$ cat src/rtl/qbx_pkg.sv
package qbx_pkg;
  localparam int BYTE_W = 8;

  typedef enum logic [2:0] {
    ST_IDLE,
    ST_ADDR,
    ST_ADDR_ACK,
    ST_WR,
    ST_WR_ACK,
    ST_RD,
    ST_RD_ACK
  } qbx_state_e;
endpackage

$ cat src/rtl/qbx_sync.sv
module qbx_sync #(
  parameter int STAGES = 2
) (
  input  logic clk_i,
  input  logic rst_ni,
  input  logic d_i,
  output logic q_o
);
  logic [STAGES-1:0] sr_q;

  always_ff @(posedge clk_i or negedge rst_ni) begin
    if (!rst_ni) sr_q <= '1;  // idle bus is high
    else         sr_q <= {sr_q[STAGES-2:0], d_i};
  end

  assign q_o = sr_q[STAGES-1];
endmodule

$ cat src/rtl/qbx_bus_fsm.sv
module qbx_bus_fsm
  import qbx_pkg::*;
#(
  parameter logic [6:0] SLAVE_ADDR = 7'h24,
  parameter int NUM_PORTS = 2,
  localparam int PTR_W = (NUM_PORTS > 1) ? $clog2(NUM_PORTS) : 1,
  localparam int LINES = NUM_PORTS * BYTE_W
) (
  input  logic              clk_i,
  input  logic              rst_ni,
  input  logic              scl_i,
  input  logic              sda_i,
  input  logic [LINES-1:0]  pin_i,
  output logic              sda_oe_o,
  output logic              scl_fall_o,
  output logic              wr_en_o,
  output logic [PTR_W-1:0]  wr_port_o,
  output logic [BYTE_W-1:0] wr_data_o,
  output qbx_state_e        state_o
);
  qbx_state_e        state_q;
  logic              scl_q, sda_q;
  logic [3:0]        bit_cnt_q;
  logic [BYTE_W-1:0] shreg_q;
  logic              rw_q, mack_q;
  logic [PTR_W-1:0]  ptr_q, ptr_nxt;
  logic [BYTE_W-1:0] pin_byte;
  logic              start_det, stop_det, scl_rise, scl_fall;

  assign start_det = scl_i & scl_q & sda_q & ~sda_i;
  assign stop_det  = scl_i & scl_q & ~sda_q & sda_i;
  assign scl_rise  = scl_i & ~scl_q;
  assign scl_fall  = ~scl_i & scl_q;
  assign ptr_nxt   = (ptr_q == PTR_W'(NUM_PORTS - 1)) ? '0 : ptr_q + 1'b1;
  assign pin_byte  = pin_i[BYTE_W*int'(ptr_q) +: BYTE_W];

  always_ff @(posedge clk_i or negedge rst_ni) begin
    if (!rst_ni) begin
      scl_q <= 1'b1;
      sda_q <= 1'b1;
    end else begin
      scl_q <= scl_i;
      sda_q <= sda_i;
    end
  end

  always_ff @(posedge clk_i or negedge rst_ni) begin
    if (!rst_ni) begin
      state_q   <= ST_IDLE;
      bit_cnt_q <= '0;
      shreg_q   <= '0;
      rw_q      <= 1'b0;
      mack_q    <= 1'b0;
      ptr_q     <= '0;
    end else if (start_det) begin
      state_q   <= ST_ADDR;
      bit_cnt_q <= '0;
      ptr_q     <= '0;
    end else if (stop_det) begin
      state_q <= ST_IDLE;
      ptr_q   <= '0;
    end else begin
      unique case (state_q)
        ST_ADDR, ST_WR: begin
          if (scl_rise) begin
            shreg_q   <= {shreg_q[BYTE_W-2:0], sda_i};
            bit_cnt_q <= bit_cnt_q + 4'd1;
          end else if (scl_fall && bit_cnt_q == 4'd8) begin
            if (state_q == ST_WR) begin
              state_q <= ST_WR_ACK;
            end else if (shreg_q[7:1] == SLAVE_ADDR) begin
              rw_q    <= shreg_q[0];
              state_q <= ST_ADDR_ACK;
            end else begin
              state_q <= ST_IDLE;
            end
          end
        end
        ST_ADDR_ACK: begin
          if (scl_fall) begin
            bit_cnt_q <= '0;
            if (rw_q) begin
              shreg_q <= pin_byte;
              ptr_q   <= ptr_nxt;
              state_q <= ST_RD;
            end else begin
              state_q <= ST_WR;
            end
          end
        end
        ST_WR_ACK: begin
          if (scl_fall) begin
            ptr_q     <= ptr_nxt;
            bit_cnt_q <= '0;
            state_q   <= ST_WR;
          end
        end
        ST_RD: begin
          if (scl_fall) begin
            if (bit_cnt_q == 4'd7) begin
              state_q <= ST_RD_ACK;
            end else begin
              shreg_q   <= {shreg_q[BYTE_W-2:0], 1'b0};
              bit_cnt_q <= bit_cnt_q + 4'd1;
            end
          end
        end
        ST_RD_ACK: begin
          if (scl_rise) begin
            mack_q <= ~sda_i;
          end else if (scl_fall) begin
            if (mack_q) begin
              shreg_q   <= pin_byte;  // sampled at load time
              ptr_q     <= ptr_nxt;
              bit_cnt_q <= '0;
              state_q   <= ST_RD;
            end else begin
              state_q <= ST_IDLE;
            end
          end
        end
        default: ;
      endcase
    end
  end

  assign sda_oe_o   = (state_q == ST_ADDR_ACK) || (state_q == ST_WR_ACK) ||
                      ((state_q == ST_RD) && !shreg_q[BYTE_W-1]);
  assign scl_fall_o = scl_fall;
  assign wr_en_o    = (state_q == ST_WR_ACK) && scl_fall && !start_det && !stop_det;
  assign wr_port_o  = ptr_q;
  assign wr_data_o  = shreg_q;
  assign state_o    = state_q;
endmodule

$ cat src/rtl/qbx_port_bank.sv
module qbx_port_bank
  import qbx_pkg::*;
#(
  parameter int NUM_PORTS = 2,
  localparam int PTR_W = (NUM_PORTS > 1) ? $clog2(NUM_PORTS) : 1,
  localparam int LINES = NUM_PORTS * BYTE_W
) (
  input  logic              clk_i,
  input  logic              rst_ni,
  input  logic              wr_en_i,
  input  logic [PTR_W-1:0]  wr_port_i,
  input  logic [BYTE_W-1:0] wr_data_i,
  input  logic              scl_fall_i,
  output logic [LINES-1:0]  latch_o,
  output logic [LINES-1:0]  strong_pu_o
);
  for (genvar p = 0; p < NUM_PORTS; p++) begin : g_port
    logic [BYTE_W-1:0] latch_q, pu_q;
    logic              sel;

    assign sel = wr_en_i && (wr_port_i == PTR_W'(p));

    always_ff @(posedge clk_i or negedge rst_ni) begin
      if (!rst_ni) begin
        latch_q <= '1;
        pu_q    <= '0;
      end else if (sel) begin
        latch_q <= wr_data_i;
        pu_q    <= wr_data_i;  // boost only lines written high
      end else if (scl_fall_i) begin
        pu_q <= '0;
      end
    end

    assign latch_o[p*BYTE_W +: BYTE_W]     = latch_q;
    assign strong_pu_o[p*BYTE_W +: BYTE_W] = pu_q;
  end
endmodule

$ cat src/rtl/qbx_expander.sv
module qbx_expander
  import qbx_pkg::*;
#(
  parameter logic [6:0] SLAVE_ADDR  = 7'h24,
  parameter int         NUM_PORTS   = 2,
  parameter int         SYNC_STAGES = 2,
  localparam int PTR_W = (NUM_PORTS > 1) ? $clog2(NUM_PORTS) : 1,
  localparam int LINES = NUM_PORTS * BYTE_W
) (
  input  logic             clk_i,
  input  logic             rst_ni,
  input  logic             scl_i,
  input  logic             sda_i,
  output logic             sda_oe_o,
  input  logic [LINES-1:0] pin_i,
  output logic [LINES-1:0] drive_low_o,
  output logic [LINES-1:0] strong_pu_o
);
  logic              scl_s, sda_s;
  logic              scl_fall, wr_en;
  logic [PTR_W-1:0]  wr_port;
  logic [BYTE_W-1:0] wr_data;
  logic [LINES-1:0]  latch;
  qbx_state_e        state;

  qbx_sync #(.STAGES(SYNC_STAGES)) u_sync_scl (
    .clk_i(clk_i), .rst_ni(rst_ni), .d_i(scl_i), .q_o(scl_s)
  );
  qbx_sync #(.STAGES(SYNC_STAGES)) u_sync_sda (
    .clk_i(clk_i), .rst_ni(rst_ni), .d_i(sda_i), .q_o(sda_s)
  );

  qbx_bus_fsm #(.SLAVE_ADDR(SLAVE_ADDR), .NUM_PORTS(NUM_PORTS)) u_fsm (
    .clk_i     (clk_i),
    .rst_ni    (rst_ni),
    .scl_i     (scl_s),
    .sda_i     (sda_s),
    .pin_i     (pin_i),
    .sda_oe_o  (sda_oe_o),
    .scl_fall_o(scl_fall),
    .wr_en_o   (wr_en),
    .wr_port_o (wr_port),
    .wr_data_o (wr_data),
    .state_o   (state)
  );

  qbx_port_bank #(.NUM_PORTS(NUM_PORTS)) u_bank (
    .clk_i      (clk_i),
    .rst_ni     (rst_ni),
    .wr_en_i    (wr_en),
    .wr_port_i  (wr_port),
    .wr_data_i  (wr_data),
    .scl_fall_i (scl_fall),
    .latch_o    (latch),
    .strong_pu_o(strong_pu_o)
  );

  assign drive_low_o = ~latch;
endmodule

$ cat config.mk
export PLATFORM = sky130hd
export DESIGN_NAME = qbx_expander
export DESIGN_NICKNAME = d
export VERILOG_FILES = /design/src/rtl/qbx_pkg.sv /design/src/rtl/qbx_sync.sv /design/src/rtl/qbx_bus_fsm.sv /design/src/rtl/qbx_port_bank.sv /design/src/rtl/qbx_expander.sv
export SDC_FILE = /design/constraint.sdc
export NUM_CORES = 1
export LEC_CHECK = 0
export BUFFER_PORTS_ARGS = -buffer_cell sky130_fd_sc_hd__buf_4
export CAP_MARGIN = 10
export CORE_ASPECT_RATIO = 0.8
export CORE_MARGIN = 2
export CORE_UTILIZATION = 40
export DETAILED_ROUTE_END_ITERATION = 10
export SLEW_MARGIN = 20
export SYNTH_ARGS = -nofsm -noshare
export SYNTH_HDL_FRONTEND = slang
export SYNTH_HIERARCHICAL = 1
export SYNTH_SLANG_ARGS = --single-unit
$ cat constraint.sdc
create_clock -name clk_i -period 2.9 [get_ports clk_i]
set_input_delay 0.29 -clock clk_i [delete_from_list [all_inputs] [get_ports clk_i]]
set_output_delay 0.29 -clock clk_i [all_outputs]
set_load 0.01 [all_outputs]
==> reports/qor.yml, run 1 <==
run_status:
  status: "complete, no violations"
clock_tree:
  cts_tree: "done"
  cts_root_buf: "clkbuf_8"
  cts_resized: 0
  clock-sinks: 56
  cts-buffers-inserted: 5
  cts.path.max_buffers: 2
  ctsHoldBuffers: 0
  insertion_delay_ps: 300
  htreeDepth: 2
  clkTransAtPathRegs_ps: 90
  postCtsSetupBuffers: 0
grt:
  grt_pass1_wl_mm: 10.4
  antenna_found_initial: 0
  grt_pass1_vias: 1956
  grt_max_degree: 57
  grt-ovfl-total: 0
  grt_use_total: 0.169
logic_synthesis:
  synthArstFlopShare: 1.00
  synthAdderAreaFrac: 0.00864
  synth.ff_latch_count: 56
  synth_common_cells: "dfrtp_1 (34), mux2_2 (24), inv_1 (23), dfstp_2 (22), o21ai_0 (21)"
  synth_top_family_by_area: "multiplexers"
  yosysWarningCount: 6
  synth-simple-area-share: 0.117
  synth_cell_types: 42
  synth-edff-count: 0
  synth_top_area_frac: 0.294
  syn_avg_cell_area_sq_um: 11.0
  synth_most_common_cell: "dfrtp_1"
  synthMuxAreaShare: 0.173
  netlist_instances: 263
  synth_compound_area_frac: 0.140
  synth_xor_area_frac: 0.00908
  synth_ff_type: "dfrtp_1"
  synth-seq-area-share: 0.494
  syn_nets: 285
  netlist_area_sq_um: 2900
  synth_top_cell_by_area: "dfrtp_1"
  yosys-top-cells-area: "dfrtp_1 (29%), dfstp_2 (20%), mux2_2 (9.3%), mux2_4 (5.2%), o21ai_0 (3.6%)"
power:
  leakage_uw: 0.00154
  peakVddDrop_mv: 0.284
  cellPowerDensity_nw_per_um2: 504
hold_path:
  hp-class: "input pin to asynchronous set/reset pin"
critical_path:
  worstSetupPathType: "flop to flop"
  cp.required_ps: 3090
  reg2reg_from: "u_fsm/state_o[1]$_DFFE_PN0P_"
  arrival_ps: 2440
  path_cells: "nand2b_1 -> o31ai_4 -> o21bai_1 -> a22oi_4 -> mux2_2"
  start_kind: "flop"
  rrSetupSlack_ps: 650
  rr_endpoint: "u_fsm/wr_data_o[3]$_DFFE_PN0P_"
  worstSetupEndpointType: "flop"
  crit_path_max_incr_delay_ps: 610
  crit_slowest_cell: "dfrtp_1"
  path_max_fanout: 15
  rr_worst_depth: 5
final_layout:
  final_nets: 333
  fillers: 662
  antennaDiodeCount: 0
  syn_to_final_growth_pct: 18.9
  drive_above_1_share: 0.391
  final_core_util: 0.495
sta:
  finClkSkew_ps: 7.42
  post-route-min-period_ps: 2250
  period_share: 0.774
  max_freq_ghz: 0.445
  slew_headroom: 0.529
  hold_viol_final: 0
  rsz0062_at_grt: "false"
  slew_viol_final: 0
  tns_ps: 0
  setup_viol: 0
  worst_slew_pin_slew_ps: 707
die:
  die_x_um: 99.1
  die_y_um: 80.1
  boundaryPins: 53
  die_area_sq_um: 7940
  start_util: 0.416
  core_sq_um: 6960
  placementRows: 27
route:
  ant_nets: 0
  drtPass1Iterations: 4
  num_vias: 2076
  route.detailed.drc: 0
  wire_per_inst_um: 16.0
  viasPerCell: 5.20
  drtIter0Drc: 162
  routed_wl_mm: 6.38
placed_design:
  gp_congestion: 0.771
  hpwl_mm: 4.36
  io_buffers: 52
job:
  max-cap-violations: 0
report_power, final:
group          total, uW  switching [uW]  internal, uW
clock                502             245           257
combinational        219             105           115
sequential          1010             164           851
total               1740             513          1220
final cells by class:
class	instances	area (sq um)	area share
Clock buffer	6	72.6	0.0211
Clock inverter	2	35.0	0.0102
Inverter	23	86.3	0.0251
Multi-Input combinational cell	170	1300	0.377
Sequential cell	56	1430	0.415
Tap cell	87	109	0.0316
Timing Repair Buffer	55	413	0.120
registers in the layout, summed over array words and instances (netlist names):
register,count
u_bank/g_port.latch_q,16
u_bank/g_port.pu_q,16
u_fsm/wr_data_o,8
u_fsm/bit_cnt_q,4
u_fsm/state_o,3
u_sync_scl/sr_q,2
u_sync_sda/sr_q,2
u_fsm/mack_q,1
u_fsm/rw_q,1
u_fsm/scl_q,1
u_fsm/sda_q,1
u_fsm/wr_port_o,1
per-layer routing:
metal | vias to the layer above | GRT usage | part of all wire
li1 | 1016 | - | -
met1 | 1000 | 0.256 | 0.51
met2 | 58 | 0.247 | 0.44
met3 | 2 | 0.0279 | 0.048
met4 | 0 | 0.0493 | 0.0074
met5 | - | 0 | 0
layout by cell type, fill, tap and decap left out, types with 2 or more instances in the layout:
master	instances
nor2b_1	11
clkbuf_8	5
buf_4	55
nand3_1	4
mux2_2	24
nor3b_1	2
a21oi_1	6
mux2i_1	8
dfstp_2	22
o31ai_1	5
ha_1	2
o22ai_1	3
o21ai_0	21
inv_1	23
xnor2_1	2
and2_1	3
nor2_1	11
nor3_1	2
nand2b_1	6
a22o_1	9
mux2_4	10
nand3b_1	2
o221ai_1	2
nand2_1	19
a31oi_1	4
dfrtp_1	34
worst max path at each step:
stage	start	endpoint	slack (ps)	cells after the start
2_1_floorplan	u_fsm/scl_q$_DFF_PN1_	u_bank/g_port[0].pu_q[0]$_DFFE_PN0P_	820	9
3_3_place_gp	u_fsm/scl_q$_DFF_PN1_	u_bank/g_port[0].pu_q[5]$_DFFE_PN0P_	720	7
3_5_place_dp	u_fsm/scl_q$_DFF_PN1_	u_bank/g_port[0].pu_q[5]$_DFFE_PN0P_	670	7
4_1_cts	u_fsm/scl_q$_DFF_PN1_	u_bank/g_port[0].pu_q[5]$_DFFE_PN0P_	670	7
5_1_grt	u_fsm/scl_q$_DFF_PN1_	u_bank/g_port[0].pu_q[0]$_DFFE_PN0P_	460	7
6_report	u_fsm/state_o[1]$_DFFE_PN0P_	u_fsm/wr_data_o[3]$_DFFE_PN0P_	650	5
per-stage QoR:
step	power [uW]	hold WS [ps]	setup WS, ps	instance area [sq um]	instances
2_1_floorplan	1110	-5.59	819	2900	263
3_3_place_gp	1230	346	716	3330	391
3_5_place_dp	1250	347	667	3330	391
4_1_cts	1750	50.6	667	3440	399
5_1_grt	1840	68.0	463	3440	399
6_report	1740	14.4	655	3440	399
cell families after synthesis:
family          count (synthesis)
compound gates                 58
xor+xnor                        3
fa+ha+maj                       2
buf+inv                        37
flops                          56
mux                            42
simple gates                   65
worst max-delay path: cells and delay by family (launching register included):
family,cells,cell delay [ps]
AO/OA/AOI/OAI,3,700
flip-flops,1,610
multiplexers,1,380
AND/OR/NAND/NOR,1,440
No activity file was read; power rests on OpenSTA's default activity.
==> run 2: changes to the inputs <==
Clock period 2.9 ns to 2.15 ns, I/O delays scaled along.
==> reports/qor.yml, run 2 (synthesized netlist as in run 1, its figures left out) <==
clock_tree:
  clock-sinks: 56  # unchanged
  cts_root_buf: "clkbuf_8"  # unchanged
  cts-buffers-inserted: 5  # unchanged
  htreeDepth: 2  # unchanged
  cts.path.max_buffers: 2  # unchanged
  cts_resized: 0  # unchanged
  postCtsSetupBuffers: 0  # unchanged
  insertion_delay_ps: 310  # was 300 ps
  ctsHoldBuffers: 3  # was 0
  clkTransAtPathRegs_ps: 100  # was 90 ps
  cts_tree: "done"  # unchanged
power:
  cellPowerDensity_nw_per_um2: 675  # was 504 nW/um^2
  leakage_uw: 0.00160  # was 0.00154 uW
  p_int_uw: 1680  # was 1220 uW
  clock_power_share: 0.296  # was 0.289
  peakVddDrop_mv: 0.319  # was 0.284 mV
  switching_share: 0.298  # was 0.296
  p_total_uw: 2400  # was 1740 uW
  p_seq_frac: 0.550  # was 0.585
  p_switching_uw: 715  # was 513 uW
  p_comb_frac: 0.154  # was 0.126
die:
  die_y_um: 80.1  # unchanged
  boundaryPins: 53  # unchanged
  die_x_um: 99.1  # unchanged
  die_area_sq_um: 7940  # unchanged
  start_util: 0.416  # unchanged
  placementRows: 27  # unchanged
  core_sq_um: 6960  # unchanged
route:
  dr_wl_met2_mm: 2.65  # was 2.79 mm
  wire_per_inst_um: 15.3  # was 16.0 um
  wl_met1_mm: 3.17  # was 3.24 mm
  routed_wl_mm: 6.28  # was 6.38 mm
  wl_met3_um: 399  # was 303 um
  route.detailed.drc: 0  # unchanged
  viasPerCell: 5.09  # was 5.20
  top_layer: "met4"  # unchanged
  drtIter0Drc: 172  # was 162
  drtPass1Iterations: 4  # unchanged
  ant_nets: 0  # unchanged
  num_vias: 2085  # was 2,076
final_layout:
  regArea_sq_um: 1430  # unchanged
  fillers: 632  # was 662
  syn_to_final_growth_pct: 22.7  # was 18.9%
  antennaDiodeCount: 0  # unchanged
  drive_above_1_share: 0.406  # was 0.391
  mostFrequentLayoutCells: "buf_4 (62), dfrtp_1 (34), mux2_2 (24)"  # was buf_4 (55), dfrtp_1 (34), mux2_2 (24)
  multiInputGateArea_sq_um: 1300  # unchanged
  final_common_cell: "buf_4"  # unchanged
  final_nets: 344  # was 333
sta:
  slew_headroom: 0.529  # about the same
  tns_ps: 0  # unchanged
  period_share: 0.909  # was 0.774
  finClkSkew_ps: 9.24  # was 7.42 ps
  slew_viol_final: 0  # unchanged
  worst_slew_pin_slew_ps: 706  # was 707 ps
  rsz0062_at_grt: "false"  # unchanged
  max_freq_ghz: 0.512  # was 0.445 GHz
  setup_viol: 0  # unchanged
  fin_ws_ps: 195  # was 655 ps
  post-route-min-period_ps: 1950  # was 2250 ps
  hold_viol_final: 0  # unchanged
placed_design:
  io_buffers: 52  # unchanged
  place_ws_ps: 220  # was 667 ps
  hpwl_mm: 4.32  # was 4.36 mm
  gp_congestion: 0.884  # was 0.771
critical_path:
  worstSetupPathType: "flop to flop"  # unchanged
  arrival_ps: 2170  # was 2440 ps
  cp.required_ps: 2370  # was 3090 ps
  path_max_fanout: 9  # was 15
  worstSetupEndpointType: "flop"  # unchanged
  start_kind: "flop"  # unchanged
job:
  max-cap-violations: 0  # unchanged
grt:
  grt_max_degree: 57  # unchanged
  grt-ovfl-total: 0  # unchanged
  grt_pass1_wl_mm: 10.4  # about the same
  grt_use_total: 0.169  # about the same
  antenna_found_initial: 0  # unchanged
  grt_pass1_vias: 1968  # was 1,956
hold_path:
  hp-class: "input pin to flop"  # was input pin to asynchronous set/reset pin
run_status:
  status: "complete, no violations"  # unchanged
==> run 2: changes by cell type in the layout (fill, tap and decap cells not counted), sizes merged <==
cell / delta
dlygate4sd3: +3
clkinv: -1
inv: +1
buf: +8
clkbuf: -1
clkinvlp: +1
==> run 2: final timing paths <==
path	depth (start not counted)	slack, ps	start	endpoint
setup / recovery	5	200	u_fsm/state_o[1]$_DFFE_PN0P_	u_fsm/bit_cnt_q[2]$_DFFE_PN0P_
max in group asynchronous	2	1190	rst_ni	u_fsm/wr_data_o[7]$_DFFE_PN0P_
hold / removal	4	320	pin_i[6]	u_fsm/wr_data_o[6]$_DFFE_PN0P_
setup reg to reg	5	200	u_fsm/state_o[1]$_DFFE_PN0P_	u_fsm/bit_cnt_q[2]$_DFFE_PN0P_
min in group asynchronous	2	490	rst_ni	u_fsm/bit_cnt_q[3]$_DFFE_PN0P_
hold reg to reg	0	360	u_sync_scl/sr_q[0]$_DFF_PN1_	u_sync_scl/sr_q[1]$_DFF_PN1_
==> run 2: cell type report <==
type / instances / area share
timing repair buffer: 66 / 0.145
sequential: 56 / 0.402
multi-input combinational: 170 / 0.365
clock buffer: 5 / 0.0194
tap: 87 / 0.0306
clock inverter: 3 / 0.0130
inverter: 23 / 0.0243
==> run 2: through the flow <==
stage               instance area, sq um  hold WS, ps   util  cells
floorplan                           2900        -80.6      -    263
global placement                    3410          317  0.490    399
detailed placement                  3410          311  0.490    399
CTS                                 3550          320  0.510    410
global route                        3550          327  0.510    410
finish                              3550          321  0.510    410
==> run 2: power by group through the flow <==
stage	clock (uW)	combinational, uW	sequential (uW)
floorplan	0	226	1270
global placement	0	360	1340
detailed placement	0	369	1340
CTS	740	373	1320
global route	791	420	1340
finish	710	369	1320
==> run 2: worst max-delay path, stage by stage, from the launching register on <==
cell,delay [ps]
dfrtp_1,510
nand2b_1,320
o21ai_2,100
a22o_1,270
or3_4,420
o311ai_1,240
==> run 2: routing by layer <==
layer	vias to the layer above	GRT usage
met4	0	0.0493
met3	5	0.0305
met1	986	0.261
li1	1024	-
met5	-	0
met2	70	0.239
==> run 3: changes to the inputs <==
Settings changed: CORE_UTILIZATION 40 to 55, PLACE_DENSITY set to 0.79.
==> reports/qor.yml, run 3 (synthesized netlist as in run 1, its figures left out) <==
final_layout:
  regArea_sq_um: 1430  # unchanged
  syn_to_final_growth_pct: 20.4  # was 22.7%
  multiInputGateArea_sq_um: 1300  # about the same
  final_nets: 341  # was 344
  fillers: 372  # was 632
  drive_above_1_share: 0.403  # was 0.406
  mostFrequentLayoutCells: "buf_4 (59), dfrtp_1 (34), mux2_2 (24)"  # was buf_4 (62), dfrtp_1 (34), mux2_2 (24)
  antennaDiodeCount: 0  # unchanged
  final_common_cell: "buf_4"  # unchanged
route:
  wire_per_inst_um: 16.2  # was 15.3 um
  drtIter0Drc: 149  # was 172
  viasPerCell: 5.62  # was 5.09
  routed_wl_mm: 6.18  # was 6.28 mm
  route.detailed.drc: 0  # unchanged
  num_vias: 2145  # was 2,085
  ant_nets: 0  # unchanged
  drtPass1Iterations: 4  # unchanged
critical_path:
  worstSetupEndpointType: "flop"  # unchanged
  rr_worst_depth: 5  # unchanged
  start_kind: "flop"  # unchanged
  cpMostUsedCell: "o21ai_0"
  rr_endpoint: "u_fsm/wr_data_o[5]$_DFFE_PN0P_"  # was u_fsm/bit_cnt_q[2]$_DFFE_PN0P_
  path_max_fanout: 10  # was 9
  crit_slowest_cell: "dfstp_2"  # was dfrtp_1
  path_cells: "nand2b_1 -> o21ai_0 -> o21ai_0 -> a22oi_4 -> mux2_2"  # was nand2b_1 -> o21ai_2 -> a22o_1 -> or3_4 -> o311ai_1
  crit_path_max_incr_delay_ps: 620  # was 510 ps
  reg2reg_from: "u_fsm/scl_q$_DFF_PN1_"  # was u_fsm/state_o[1]$_DFFE_PN0P_
  arrival_ps: 2220  # was 2170 ps
  rrSetupSlack_ps: 130  # was 200 ps
  worstSetupPathType: "flop to flop"  # unchanged
  cp.required_ps: 2350  # was 2370 ps
job:
  max-cap-violations: 0  # unchanged
sta:
  slew_viol_final: 0  # unchanged
  rsz0062_at_grt: "false"  # unchanged
  tns_ps: 0  # unchanged
  worst_slew_pin_slew_ps: 692  # was 706 ps
  post-route-min-period_ps: 2020  # was 1950 ps
  finClkSkew_ps: 7.39  # was 9.24 ps
  max_freq_ghz: 0.496  # was 0.512 GHz
  period_share: 0.938  # was 0.909
  setup_viol: 0  # unchanged
  slew_headroom: 0.538  # was 0.529
  fin_ws_ps: 133  # was 195 ps
  hold_viol_final: 0  # unchanged
die:
  core_sq_um: 5040  # was 6960 sq um
  die_y_um: 68.9  # was 80.1 um
  boundaryPins: 53  # unchanged
  die_x_um: 85.1  # was 99.1 um
  die_area_sq_um: 5860  # was 7940 sq um
  placementRows: 23  # was 27
  start_util: 0.575  # was 0.416
placed_design:
  place_ws_ps: 167  # was 220 ps
  gp_congestion: 0.867  # was 0.884
  io_buffers: 52  # unchanged
  hpwl_mm: 4.38  # was 4.32 mm
clock_tree:
  cts_tree: "done"  # unchanged
  htreeDepth: 2  # unchanged
  cts.path.max_buffers: 2  # unchanged
  cts-buffers-inserted: 5  # unchanged
  cts_root_buf: "clkbuf_8"  # unchanged
  insertion_delay_ps: 310  # about the same
  postCtsSetupBuffers: 0  # unchanged
  clkTransAtPathRegs_ps: 90  # was 100 ps
  clock-sinks: 56  # unchanged
power:
  clock_power_share: 0.267  # was 0.296
  p_int_uw: 1570  # was 1680 uW
  peakVddDrop_mv: 0.447  # was 0.319 mV
  p_seq_frac: 0.593  # was 0.550
  cellPowerDensity_nw_per_um2: 649  # was 675 nW/um^2
  switching_share: 0.305  # was 0.298
  leakage_uw: 0.00157  # was 0.00160 uW
  p_comb_frac: 0.140  # was 0.154
  p_switching_uw: 690  # was 715 uW
hold_path:
  hp-class: "input pin to flop"  # unchanged
  hold_path_depth: 4  # unchanged
  worstHoldEndpoint: "u_fsm/wr_data_o[5]$_DFFE_PN0P_"  # was u_fsm/wr_data_o[6]$_DFFE_PN0P_
  hold_start: "pin_i[5]"  # was pin_i[6]
grt:
  grt_pass1_wl_mm: 10.2  # was 10.4 mm
  grt_max_degree: 57  # unchanged
  antenna_found_initial: 0  # unchanged
  grt-ovfl-total: 0  # unchanged
  grt_pass1_vias: 2017  # was 1,968
  grt_use_total: 0.227  # was 0.169
run_status:
  status: "complete, no violations"  # unchanged
-- run 3: cell types whose count changed in the layout (fill, tap and decap cells not counted) --
cell	before	now
buf_4	62	59
a21oi_1	6	5
a21oi_2	0	1
bufinv_16	1	0
clkbuf_8	5	6
clkinvlp_4	1	2
inv_6	1	0
-- run 3: power groups by stage --
stage / Combinational (uW) / Sequential, uW / Clock [uW]
final: 316 / 1340 / 603
after global routing: 370 / 1370 / 666
after CTS: 315 / 1340 / 623
after detailed placement: 310 / 1360 / 0
after global placement: 295 / 1360 / 0
after floorplan: 226 / 1270 / 0
-- run 3: cell type report --
cell class / instances / area share
inverter: 23 / 0.0248
clock inverter: 2 / 0.00431
clock buffer: 6 / 0.0237
sequential: 56 / 0.410
multi-input combinational: 170 / 0.373
tap: 62 / 0.0223
timing repair buffer: 63 / 0.141
-- run 3: per-stage QoR --
stage / util / cell area (sq um) / hold WS, ps / power, uW / cells
after global routing: 0.692 / 3480 / 340 / 2400 / 382
after global placement: 0.666 / 3350 / 300 / 1660 / 371
after detailed placement: 0.666 / 3350 / 305 / 1670 / 371
after floorplan: - / 2900 / -80.6 / 1500 / 263
final: 0.692 / 3480 / 326 / 2260 / 382
after CTS: 0.689 / 3470 / 2.34 / 2280 / 381
-- run 3: per-layer routing --
layer	vias up	global-route usage	wire, um
met4	0	0.0853	96
met5	-	0	0
met1	1035	0.326	2870
li1	1026	-	-
met2	72	0.341	2760
met3	12	0.0464	460
-- run 3: worst max-delay path, delay by kind of cell (launching register included) --
| kind | cells | cell delay (ps) |
|---|---|---|
| multiplexers | 1 | 380 |
| AND/OR/NAND/NOR | 1 | 160 |
| flip-flops | 1 | 620 |
| AO/OA/AOI/OAI | 3 | 740 |
-- run 3: repair_timing --
| item | 4_1_cts | 5_1_grt |
|---|---|---|
| hold buffers | 2 | 1 |
| endpoints found under the hold margin | 35 | 1 |
| setup endpoints to repair | 0 | 8 |
| resized for setup | 0 | 1 |
-- run 3: worst max path at each step --
| stage | start | to | slack [ps] | depth (start not counted) |
|---|---|---|---|---|
| after global routing | u_fsm/scl_q$_DFF_PN1_ | u_bank/g_port[1].latch_q[5]$_DFFE_PN1P_ | 20 | 6 |
| after global placement | u_fsm/scl_q$_DFF_PN1_ | u_fsm/wr_data_o[7]$_DFFE_PN0P_ | 250 | 5 |
| after detailed placement | u_fsm/scl_q$_DFF_PN1_ | u_fsm/wr_data_o[1]$_DFFE_PN0P_ | 170 | 5 |
| after CTS | u_fsm/scl_q$_DFF_PN1_ | u_fsm/wr_data_o[1]$_DFFE_PN0P_ | 150 | 5 |
| after floorplan | u_fsm/scl_q$_DFF_PN1_ | u_bank/g_port[0].pu_q[0]$_DFFE_PN0P_ | 70 | 9 |
| final | u_fsm/scl_q$_DFF_PN1_ | u_fsm/wr_data_o[5]$_DFFE_PN0P_ | 130 | 5 |
